<file path="config.mk">
export PLATFORM = sky130hd
export DESIGN_NAME = dma_chain_seq
export DESIGN_NICKNAME = d
export VERILOG_FILES = /design/src/rtl/dma_seq_pkg.sv /design/src/rtl/dma_cfg_regs.sv /design/src/rtl/dma_cmd_decode.sv /design/src/rtl/dma_page_chk.sv /design/src/rtl/dma_burst_engine.sv /design/src/rtl/dma_chain_seq.sv
export SDC_FILE = /design/constraint.sdc
export NUM_CORES = 1
export LEC_CHECK = 0
export BUFFER_PORTS_ARGS = -buffer_cell sky130_fd_sc_hd__buf_2
export CAP_MARGIN = 10
export CORE_MARGIN = 2
export CORE_UTILIZATION = 45
export CTS_CLUSTER_DIAMETER = 200
export CTS_CLUSTER_SIZE = 14
export DETAILED_ROUTE_END_ITERATION = 10
export GPL_ROUTABILITY_DRIVEN = 0
export PLACE_DENSITY = 0.66
export SLEW_MARGIN = 20
export SYNTH_ARGS = -nofsm -noshare
export SYNTH_HDL_FRONTEND = slang
export SYNTH_HIERARCHICAL = 1
export SYNTH_SLANG_ARGS = --single-unit
</file>
<file path="constraint.sdc">
create_clock -name clk -period 5.2 [get_ports clk]
set_input_delay 0.78 -clock clk [delete_from_list [all_inputs] [get_ports clk]]
set_output_delay 0.78 -clock clk [all_outputs]
set_load 0.02 [all_outputs]
</file>
<file path="src/rtl/dma_seq_pkg.sv">
package dma_seq_pkg;
  localparam int RID_W = 4;
  typedef enum logic [2:0] {
    ABT_NONE   = 3'd0,
    ABT_TLB    = 3'd1,
    ABT_SETUP  = 3'd2,
    ABT_DOUBLE = 3'd3,
    ABT_PAGE   = 3'd4
  } abort_e;
endpackage

</file>
<file path="src/rtl/dma_cfg_regs.sv">
module dma_cfg_regs #(
  parameter int ADDR_W = 32,
  parameter int LEN_W  = 13,
  parameter int ITER_W = 16
) (
  input  logic                     clk,
  input  logic                     rst_n,
  input  logic                     cfg_we,
  input  logic [2:0]               cfg_sel,
  input  logic [31:0]              cfg_wdata,
  output logic [dma_seq_pkg::RID_W-1:0] rid,
  output logic                     ext_en,
  output logic [LEN_W-1:0]         len_cfg,
  output logic [ADDR_W-1:0]        inc_cfg,
  output logic [ITER_W-1:0]        iter_cfg,
  output logic                     status_clr
);
  // select map
  always_ff @(posedge clk or negedge rst_n) begin
    if (!rst_n) begin
      rid      <= '0;
      ext_en   <= 1'b0;
      len_cfg  <= '0;
      inc_cfg  <= '0;
      iter_cfg <= '0;
    end else if (cfg_we) begin
      case (cfg_sel)
        3'd0: begin
          rid    <= cfg_wdata[11:8];
          ext_en <= cfg_wdata[0];
        end
        3'd1: len_cfg  <= cfg_wdata[LEN_W-1:0];
        3'd2: inc_cfg  <= cfg_wdata[ADDR_W-1:0];
        3'd3: iter_cfg <= cfg_wdata[ITER_W-1:0];
        default: ;
      endcase
    end
  end

  assign status_clr = cfg_we && (cfg_sel == 3'd4);
endmodule

</file>
<file path="src/rtl/dma_cmd_decode.sv">
module dma_cmd_decode #(
  parameter int LEN_W   = 13,
  parameter int ITER_W  = 16,
  parameter int BURST_W = 5,
  parameter int PAGE_W  = 12
) (
  input  logic                     cmd_valid,
  input  logic                     cmd_tbst,
  input  logic [2:0]               cmd_tsiz,
  input  logic [dma_seq_pkg::RID_W-1:0] rid,
  input  logic [BURST_W-1:0]       addr_lo,
  input  logic [LEN_W-1:0]         len_cfg,
  input  logic                     ext_en,
  input  logic [ITER_W-1:0]        iter_cfg,
  output logic                     cmd_hit,
  output logic                     setup_bad
);
  localparam logic [LEN_W-1:0] PAGE_LEN = LEN_W'(1 << PAGE_W);

  // resource tag match
  assign cmd_hit = cmd_valid && ({cmd_tbst, cmd_tsiz} == rid);

  // setup screening
  assign setup_bad = (len_cfg == '0) || (len_cfg > PAGE_LEN) ||
                     (len_cfg[BURST_W-1:0] != '0) || (addr_lo != '0) ||
                     (ext_en && (iter_cfg == '0));
endmodule

</file>
<file path="src/rtl/dma_page_chk.sv">
module dma_page_chk #(
  parameter int PAGE_W = 12,
  parameter int LEN_W  = 13
) (
  input  logic [PAGE_W-1:0] page_off,
  input  logic [LEN_W-1:0]  len,
  output logic              crosses
);
  localparam int SUM_W = LEN_W + 1;
  localparam logic [SUM_W-1:0] PAGE_LEN = SUM_W'(1 << PAGE_W);
  logic [SUM_W-1:0] end_off;

  assign end_off = SUM_W'(page_off) + SUM_W'(len);
  assign crosses = end_off > PAGE_LEN;
endmodule

</file>
<file path="src/rtl/dma_burst_engine.sv">
module dma_burst_engine
  import dma_seq_pkg::*;
#(
  parameter int ADDR_W  = 32,
  parameter int LEN_W   = 13,
  parameter int ITER_W  = 16,
  parameter int BURST_W = 5
) (
  input  logic              clk,
  input  logic              rst_n,
  input  logic              cmd_hit,
  input  logic              cmd_write,
  input  logic [ADDR_W-1:0] cmd_addr,
  input  logic              setup_bad,
  input  logic              start_cross,
  input  logic              chain_cross,
  input  logic              tlb_sync,
  input  logic              status_clr,
  input  logic              ext_en,
  input  logic [LEN_W-1:0]  len_cfg,
  input  logic [ADDR_W-1:0] inc_cfg,
  input  logic [ITER_W-1:0] iter_cfg,
  input  logic              bq_ready,
  output logic              busy,
  output logic [ADDR_W-1:0] bq_addr,
  output logic              bq_dir,
  output logic [ADDR_W-1:0] next_base,
  output logic [LEN_W-1:0]  len_q,
  output logic              irq,
  output logic              done,
  output logic [2:0]        abort_code,
  output logic [ADDR_W-1:0] fault_addr
);
  localparam logic [LEN_W-1:0]  BURST_LEN  = LEN_W'(1 << BURST_W);
  localparam logic [ADDR_W-1:0] BURST_STEP = ADDR_W'(1 << BURST_W);

  logic [ADDR_W-1:0] base_q, inc_q, next_addr;
  logic [LEN_W-1:0]  remain_q;
  logic [ITER_W-1:0] iter_left;
  logic              pend_q, ack, last_burst, last_iter;
  abort_e            cause_q, pend_code, evt_code, stop_code;

  assign ack        = busy && bq_ready;
  assign last_burst = (remain_q == BURST_LEN);
  assign last_iter  = (iter_left == ITER_W'(1));
  assign next_base  = base_q + inc_q;
  assign next_addr  = last_burst ? next_base : (bq_addr + BURST_STEP);
  // sync notice outranks a double start in the same cycle
  assign evt_code   = tlb_sync ? ABT_TLB : (cmd_hit ? ABT_DOUBLE : ABT_NONE);
  assign stop_code  = pend_q ? pend_code : evt_code;
  assign abort_code = cause_q;

  always_ff @(posedge clk or negedge rst_n) begin
    if (!rst_n) begin
      busy       <= 1'b0;
      bq_addr    <= '0;
      bq_dir     <= 1'b0;
      base_q     <= '0;
      inc_q      <= '0;
      len_q      <= '0;
      remain_q   <= '0;
      iter_left  <= '0;
      pend_q     <= 1'b0;
      pend_code  <= ABT_NONE;
      cause_q    <= ABT_NONE;
      fault_addr <= '0;
      done       <= 1'b0;
      irq        <= 1'b0;
    end else begin
      irq <= 1'b0;
      if (!busy) begin
        if (cmd_hit) begin
          done <= 1'b0;
          if (setup_bad) begin
            cause_q    <= ABT_SETUP;
            fault_addr <= cmd_addr;
          end else if (start_cross) begin
            cause_q    <= ABT_PAGE;
            fault_addr <= cmd_addr;
          end else begin
            cause_q   <= ABT_NONE;
            busy      <= 1'b1;
            bq_addr   <= cmd_addr;
            base_q    <= cmd_addr;
            bq_dir    <= cmd_write;
            len_q     <= len_cfg;
            remain_q  <= len_cfg;
            inc_q     <= inc_cfg;
            iter_left <= ext_en ? iter_cfg : ITER_W'(1);
            pend_q    <= 1'b0;
          end
        end else if (status_clr) begin
          done    <= 1'b0;
          cause_q <= ABT_NONE;
        end
      end else if (ack) begin
        if (stop_code != ABT_NONE) begin
          busy       <= 1'b0;
          cause_q    <= stop_code;
          fault_addr <= next_addr;
          pend_q     <= 1'b0;
        end else if (last_burst && last_iter) begin
          busy <= 1'b0;
          done <= 1'b1;
          irq  <= 1'b1;
        end else if (last_burst && chain_cross) begin
          busy       <= 1'b0;
          cause_q    <= ABT_PAGE;
          fault_addr <= next_base;
        end else if (last_burst) begin
          bq_addr   <= next_base;
          base_q    <= next_base;
          remain_q  <= len_q;
          iter_left <= iter_left - ITER_W'(1);
        end else begin
          bq_addr  <= bq_addr + BURST_STEP;
          remain_q <= remain_q - BURST_LEN;
        end
      end else if ((evt_code != ABT_NONE) && !pend_q) begin
        pend_q    <= 1'b1;
        pend_code <= evt_code;
      end
    end
  end
endmodule

</file>
<file path="src/rtl/dma_chain_seq.sv">
module dma_chain_seq #(
  parameter int ADDR_W  = 32,
  parameter int PAGE_W  = 12,
  parameter int BURST_W = 5,
  parameter int ITER_W  = 16
) (
  input  logic              clk,
  input  logic              rst_n,
  input  logic              cfg_we,
  input  logic [2:0]        cfg_sel,
  input  logic [31:0]       cfg_wdata,
  input  logic              cmd_valid,
  input  logic              cmd_write,
  input  logic              cmd_tbst,
  input  logic [2:0]        cmd_tsiz,
  input  logic [ADDR_W-1:0] cmd_addr,
  input  logic              tlb_sync,
  output logic              bq_valid,
  input  logic              bq_ready,
  output logic [ADDR_W-1:0] bq_addr,
  output logic              bq_dir,
  output logic              irq,
  output logic              busy,
  output logic              done,
  output logic [2:0]        abort_code,
  output logic [ADDR_W-1:0] fault_addr
);
  localparam int LEN_W = PAGE_W + 1;

  logic [dma_seq_pkg::RID_W-1:0] rid;
  logic              ext_en, status_clr, cmd_hit, setup_bad;
  logic              start_cross, chain_cross;
  logic [LEN_W-1:0]  len_cfg, len_q;
  logic [ADDR_W-1:0] inc_cfg, next_base;
  logic [ITER_W-1:0] iter_cfg;

  dma_cfg_regs #(.ADDR_W(ADDR_W), .LEN_W(LEN_W), .ITER_W(ITER_W)) u_cfg (
    .clk(clk), .rst_n(rst_n), .cfg_we(cfg_we), .cfg_sel(cfg_sel),
    .cfg_wdata(cfg_wdata), .rid(rid), .ext_en(ext_en), .len_cfg(len_cfg),
    .inc_cfg(inc_cfg), .iter_cfg(iter_cfg), .status_clr(status_clr));

  dma_cmd_decode #(.LEN_W(LEN_W), .ITER_W(ITER_W), .BURST_W(BURST_W),
                   .PAGE_W(PAGE_W)) u_dec (
    .cmd_valid(cmd_valid), .cmd_tbst(cmd_tbst), .cmd_tsiz(cmd_tsiz),
    .rid(rid), .addr_lo(cmd_addr[BURST_W-1:0]), .len_cfg(len_cfg),
    .ext_en(ext_en), .iter_cfg(iter_cfg), .cmd_hit(cmd_hit),
    .setup_bad(setup_bad));

  // page screening for the first block and for each chained block
  dma_page_chk #(.PAGE_W(PAGE_W), .LEN_W(LEN_W)) u_pg_start (
    .page_off(cmd_addr[PAGE_W-1:0]), .len(len_cfg), .crosses(start_cross));

  dma_page_chk #(.PAGE_W(PAGE_W), .LEN_W(LEN_W)) u_pg_chain (
    .page_off(next_base[PAGE_W-1:0]), .len(len_q), .crosses(chain_cross));

  dma_burst_engine #(.ADDR_W(ADDR_W), .LEN_W(LEN_W), .ITER_W(ITER_W),
                     .BURST_W(BURST_W)) u_eng (
    .clk(clk), .rst_n(rst_n), .cmd_hit(cmd_hit), .cmd_write(cmd_write),
    .cmd_addr(cmd_addr), .setup_bad(setup_bad), .start_cross(start_cross),
    .chain_cross(chain_cross), .tlb_sync(tlb_sync), .status_clr(status_clr),
    .ext_en(ext_en), .len_cfg(len_cfg), .inc_cfg(inc_cfg),
    .iter_cfg(iter_cfg), .bq_ready(bq_ready), .busy(busy),
    .bq_addr(bq_addr), .bq_dir(bq_dir), .next_base(next_base),
    .len_q(len_q), .irq(irq), .done(done), .abort_code(abort_code),
    .fault_addr(fault_addr));

  assign bq_valid = busy;
endmodule

</file>
# After elaboration in Yosys (flattened, before gate mapping)
# Index checks and enable logic that the tools add are counted.
totals:
  ff_bits: 247
  elab_cells: 164
  out_inout_bits: 72
  inputBits: 78
op_classes:
  muxes: 79
  n_lt_le_gt_ge: 3
  reduce_logical: 34
  bitwise: 4
  addsub: 6
  eq_ne: 19
op_table:
  columns: ["operator", "count"]
  rows:
  - ["2-to-1 mux 32 bit", 23]
  - ["2-to-1 mux 16 bit", 10]
  - ["2-to-1 mux 13 bit", 9]
  - ["2-to-1 mux 3 bit", 11]
  - ["adder 32 bit", 1]
  - ["adder 32 x 6 -> 32 bit (second input constant)", 1]
  - ["adder 12 x 13 -> 14 bit", 2]
  - ["greater-than comparator 14 x 13 -> 1 bit (second input constant)", 2]
  - ["2-to-1 mux 1 bit", 25]
  - ["equality test 16 x 1 -> 1 bit (second input constant)", 1]
  - ["zero test 16 bit", 1]
  - ["subtractor 16 x 1 -> 16 bit (second input constant)", 1]
  - ["equality test 13 x 6 -> 1 bit (second input constant)", 1]
  - ["greater-than comparator 13 bit (second input constant)", 1]
  - ["zero test 13 bit", 1]
  - ["subtractor 13 x 6 -> 13 bit (second input constant)", 1]
  - ["inequality test 2 bit (second input constant)", 6]
  - ["inequality test 3 bit (second input constant)", 4]
  - ["AND reduction 4 bit", 3]
  - ["nonzero test 3 bit", 4]
  - ["AND reduction 5 bit", 2]
  - ["nonzero test 5 bit", 2]
  - ["AND reduction 2 bit", 4]
  - ["AND reduction 8 bit", 1]
  - ["other kinds (14)", 28]

# Depth between registers and ports, before layout
depth:
  ltp_word: 9
  depth_mapped: 25
  depth_no_buf: 23

# Cells and area by module
# The synthesis kept the hierarchy.
by_module_without_submodules:
  columns: ["mod", "seq_area_each_um2", "instances", "cells_per_inst", "area_per_inst_um2"]
  rows:
  - ["dma_burst_engine", 4504.3, 1, 1386, 11279.6]
  - ["dma_cfg_regs", 1651.6, 1, 144, 2566.2]
  - ["dma_page_chk (u_pg_start)", 0.0, 1, 97, 749.5]
  - ["dma_page_chk (u_pg_chain)", 0.0, 1, 88, 650.6]
  - ["dma_cmd_decode", 0.0, 1, 22, 153.9]
  - ["dma_chain_seq", 0.0, 1, 1, 7.5]

# Worst setup path before layout
# Ideal clock, no wire load.
synth_timing:
  path_type: "reg-to-reg"
  start: "reg u_eng.base_q[0]"
  end: "reg u_eng.iter_left[11]"
  setup_ps: 126
  period_less_slack_ps: 5032
  n_path_buf: 2
  slack_ps: 168
  t_arrival_ps: 4906
  path_stages_with_launch: 22
  required_time_ps: 5074
  cell_sequence: "dfrtp_1 ha_1 fa_1 a21o_1 a311o_1 a31oi_1 xnor2_1 ha_1 and3_1 nor2_1 a31oi_1 a21bo_2 xnor2_1 nor4_2 o2111a_1 nor3_1 a41oi_1 nand4_2 and2_0 buf_2 buf_2 a221o_1"
synth_via:
  elab_chain_len: 6
synth_lines:
  columns: ["item", "line_no", "text"]
  rows:
  - ["from (decl)", "dma_burst_engine.sv:37", "logic [ADDR_W-1:0] base_q, inc_q, next_addr;"]
  - ["from (signal assigned)", "dma_burst_engine.sv:84", "base_q <= cmd_addr;"]
  - ["from (signal assigned)", "dma_burst_engine.sv:112", "base_q <= next_base;"]
  - ["adder 32 bit", "dma_burst_engine.sv:46", "assign next_base = base_q + inc_q;"]
  - ["named net next_base[8]", "dma_chain_seq.sv:34", "logic [ADDR_W-1:0] inc_cfg, next_base;"]
  - ["adder 12 x 13 -> 14 bit", "dma_page_chk.sv:13", "assign end_off = SUM_W'(page_off) + SUM_W'(len);"]
  - ["greater-than comparator 14 x 13 -> 1 bit", "dma_page_chk.sv:14", "assign crosses = end_off > PAGE_LEN;"]
  - ["named net chain_cross", "dma_chain_seq.sv:32", "logic start_cross, chain_cross;"]
  - ["logical AND 1 bit", "dma_burst_engine.sv:106", "end else if (last_burst && chain_cross) begin"]
  - ["inequality test 2 bit (no source line)", null, null]
  - ["AND reduction 8 bit (no source line)", null, null]
  - ["to (signal assigned)", "dma_burst_engine.sv:89", "iter_left <= ext_en ? iter_cfg : ITER_W'(1);"]
  - ["to (signal assigned)", "dma_burst_engine.sv:114", "iter_left <= iter_left - ITER_W'(1);"]
  - ["to (decl)", "dma_burst_engine.sv:39", "logic [ITER_W-1:0] iter_left;"]
# The timed path passes the listed nets, and every way through them passes these cells.
# A chain may end at the register's enable or synchronous reset.

# Worst setup path in the final report
layout_timing:
  start: "reg u_eng.base_q[1]"
  end: "reg u_eng.base_q[30]"
layout_via:
  elab_cells_between_ends: 12
  cone_classes: "add/sub: 2; order compare: 1; eq/ne: 1; mux: 6; reduce/logical: 2"
layout_lines:
  columns: ["item", "line_no"]
  rows:
  - ["adder 32 bit", "dma_burst_engine.sv:46"]
  - ["named net next_base[7]", "dma_chain_seq.sv:34"]
  - ["adder 12 x 13 -> 14 bit", "dma_page_chk.sv:13"]
  - ["greater-than comparator 14 x 13 -> 1 bit", "dma_page_chk.sv:14"]
  - ["named net chain_cross", "dma_chain_seq.sv:32"]
  - ["logical AND 1 bit", "dma_burst_engine.sv:106"]
  - ["inequality test 2 bit (no source line)", null]
  - ["AND reduction 8 bit (no source line)", null]
# The timed path passes the listed nets, and every way through them passes these cells. The select of a mux whose other input is x is not followed.

==> impl_metrics.py <==
metrics = {
    "die": {
        "core-area_um2": 33600,
        "die_h_um": 189,
        "io_pins": 150,
        "die_w_um": 189,
        "die_area_um2": 35700,
        "fp-row-count": 67,
        "initial_core_util_pct": 45.8,
    },
    "cells_and_area": {
        "seqCellArea_um2": 6160,
        "final_util_pct": 52.2,
        "syn_to_final_growth_pct": 13.9,
        "drive_gt1_share_pct": 20.8,
        "final-instance-count-excl-fill": 2323,
        "multi_input_area_um2": 8770,
        "nFillCells": 3152,
        "nNetsFinal": 2012,
        "final_area_um2": 17600,
    },
    "pwr": {
        "p_leak_nw": 8.17,
        "p_sw_share_pct": 33.3,
        "p_clk_share_pct": 27.9,
        "power_density_nw_per_um2": 293,
        "ir_drop_mv": 0.243,
        "switchingPower_mw": 1.71,
        "p_int_mw": 3.43,
        "comb_power_share_pct": 24.5,
        "p_seq_share_pct": 47.6,
        "finalPower_mw": 5.14,
    },
    "critical_path": {
        "critPathRequiredTime_ns": 5.67,
        "critPathMaxStageDelay_ns": 0.43,
        "critPathSlowestCell": "dfrtp_1",
        "crit_fanout": 5,
        "cp.arrival_ns": 5.43,
        "crit_chain": "ha_1, a211oi_2, o21ai_0, a21o_2, a21oi_1, xnor2_1, ha_2, nand3_1, nand2_1, nor3_2, buf_4, a21bo_2, xnor2_1, nor4_4, o2111a_1, nor3_4, a41oi_2, nand4_2, buf_6, buf_4, or3_1, mux2i_1, a211o_1",
        "cp-start-kind": "flop",
        "setup.worst_path.end_class": "flop",
        "critPathKind": "flop to flop",
    },
    "clock_tree": {
        "clk_pin_slew_ns": 0.08,
        "clock_latency_ns": 0.52,
        "cts-buffers-inserted": 21,
        "cts.sinks": 246,
        "cts_tree": "built",
        "htreeDepth": 1,
        "clockBufferDepth": 3,
        "holdBufCountCts": 0,
        "cts_root_buffer": "clkbuf_16",
    },
    "drt": {
        "drt_iter0_drc": 1458,
        "firstDrtPassIters": 5,
        "wl_per_cell_um": 20.5,
        "drc": 0,
        "dr_total_vias": 14006,
        "via_per_inst": 6.03,
        "ant_nets": 0,
        "wl_um": 47500,
    },
    "run_status": {
        "outcome": "completed",
    },
    "min_path": {
        "min_path_type": "input pin to asynchronous set/reset pin",
    },
    "timing": {
        "min_period_ns": 4.96,
        "setup_violations": 0,
        "skew_ns": 0.0242,
        "slew_viol_final": 0,
        "clock.fmax_mhz": 202,
        "fin_ws_ns": 0.243,
        "period_share_pct": 95.3,
        "worstMarginPinSlew_ns": 0.932,
        "whs_ns": 0.109,
        "fin_tns_setup_ns": 0,
        "slew_headroom_pct": 37.0,
        "hold_violations": 0,
    },
    "place": {
        "io_buffers": 149,
        "place_ws_ns": -0.0383,
        "dp_hpwl_um": 34800,
        "dpl.cell_count": 2288,
        "place_area_um2": 16700,
    },
    "grt": {
        "grt_start_max_net_pins": 129,
        "grt_pass1_wl_um": 73700,
        "antenna_found_initial": 1,
        "overflow": 0,
        "grt_usage_pct": 25.8,
        "grt_pass1_vias": 13292,
    },
    "logic_synthesis": {
        "yosys_warnings": 6,
        "synth_fp_nets": 1877,
        "netlist_instances": 1737,
        "synth_area_per_cell_um2": 8.87,
        "syn_area_um2": 15400,
    },
    "flow_run": {
        "maxCapViolations": 0,
    },
}
[critical path, delay by kind of cell (launching register included)]
kind | cells | cell delay [ns]
simple gates | 7 | 1.14
flops | 1 | 0.43
buf+inv | 3 | 0.46
compound gates | 8 | 1.71
xor+xnor | 2 | 0.27
fa+ha+maj | 2 | 0.75
mux | 1 | 0.13
[final timing paths]
kind / startpoint / endpoint / slack, ns / depth (start not counted)
max in group asynchronous: rst_n / u_cfg/len_cfg[1] / 3.78 / 3
hold / removal: rst_n / u_eng/fault_addr[25] / 0.11 / 1
hold reg to reg: u_cfg/inc_cfg[12] / u_eng/inc_q[12] / 0.47 / 2
min in group clk: u_cfg/inc_cfg[12] / u_eng/inc_q[12] / 0.47 / 2
setup / recovery: u_eng/base_q[1] / u_eng/base_q[30] / 0.24 / 23
setup reg to reg: u_eng/base_q[1] / u_eng/base_q[30] / 0.24 / 23
[flip-flops by register name, indices dropped and copies added, names as in the netlist, 16 cells and up]
signal,flops
u_cfg/inc_cfg,32
u_cfg/iter_cfg,16
u_eng/base_q,32
u_eng/bq_addr,32
u_eng/fault_addr,32
u_eng/inc_q,32
u_eng/iter_left,16
[cell type report]
cell class,instances,area share (%)
diodes,2,0.0285
clock buffers,22,3.02
clock inverters,2,0.0998
inverters,37,0.791
multi-input cells,1356,50.0
flip-flops and latches,246,35.1
well taps,448,3.19
repair buffers,210,7.80
[repair_timing]
item                       4_1_cts  5_1_grt
pin swaps                        0       12
resized for setup                3       24
hold endpoints to repair         0        0
gates cloned                     0        3
setup endpoints to repair       15      128
setup buffers                    0        5
[power groups by stage]
stage / clock (mW) / combinational (mW) / sequential, mW
after floorplan: 0 / 0.649 / 2.59
after global placement: 0 / 1.20 / 2.47
after detailed placement: 0 / 1.24 / 2.48
after CTS: 1.47 / 1.24 / 2.44
after global routing: 1.54 / 1.37 / 2.48
final: 1.43 / 1.26 / 2.45
[cells in the final DEF (no fill, tap or decap), types with 6 or more instances in the layout]
cell and instances:
and2_1 8, ha_1 57, or3_1 13, nor3b_1 8, and4_1 6, a21oi_2 7, nor2_1 136, o211ai_1 31
mux2i_1 17, o22ai_1 16, o221ai_1 10, a31oi_1 37, xor2_1 38, buf_2 148, xnor2_1 27, buf_12 6
o21bai_1 8, nand4_1 15, nand3_1 52, a21o_1 16, dfrtp_1 245, nor4_1 7, nand2_1 315, a21oi_1 135
a211oi_1 19, mux2_2 61, nor3_1 25, inv_1 36, nor2b_1 15, clkbuf_16 24, and3_1 14, mux2_4 10
o21ai_0 114, buf_4 49
[layer usage]
layer	GRT usage [%]	up-vias	share of wire, %
met4	6.97	0	2.6
met1	36.9	6825	44
met5	0	-	0
met3	5.00	70	8.7
li1	-	6479	-
met2	40.0	632	44
Power figures use the tool's default switching activity.
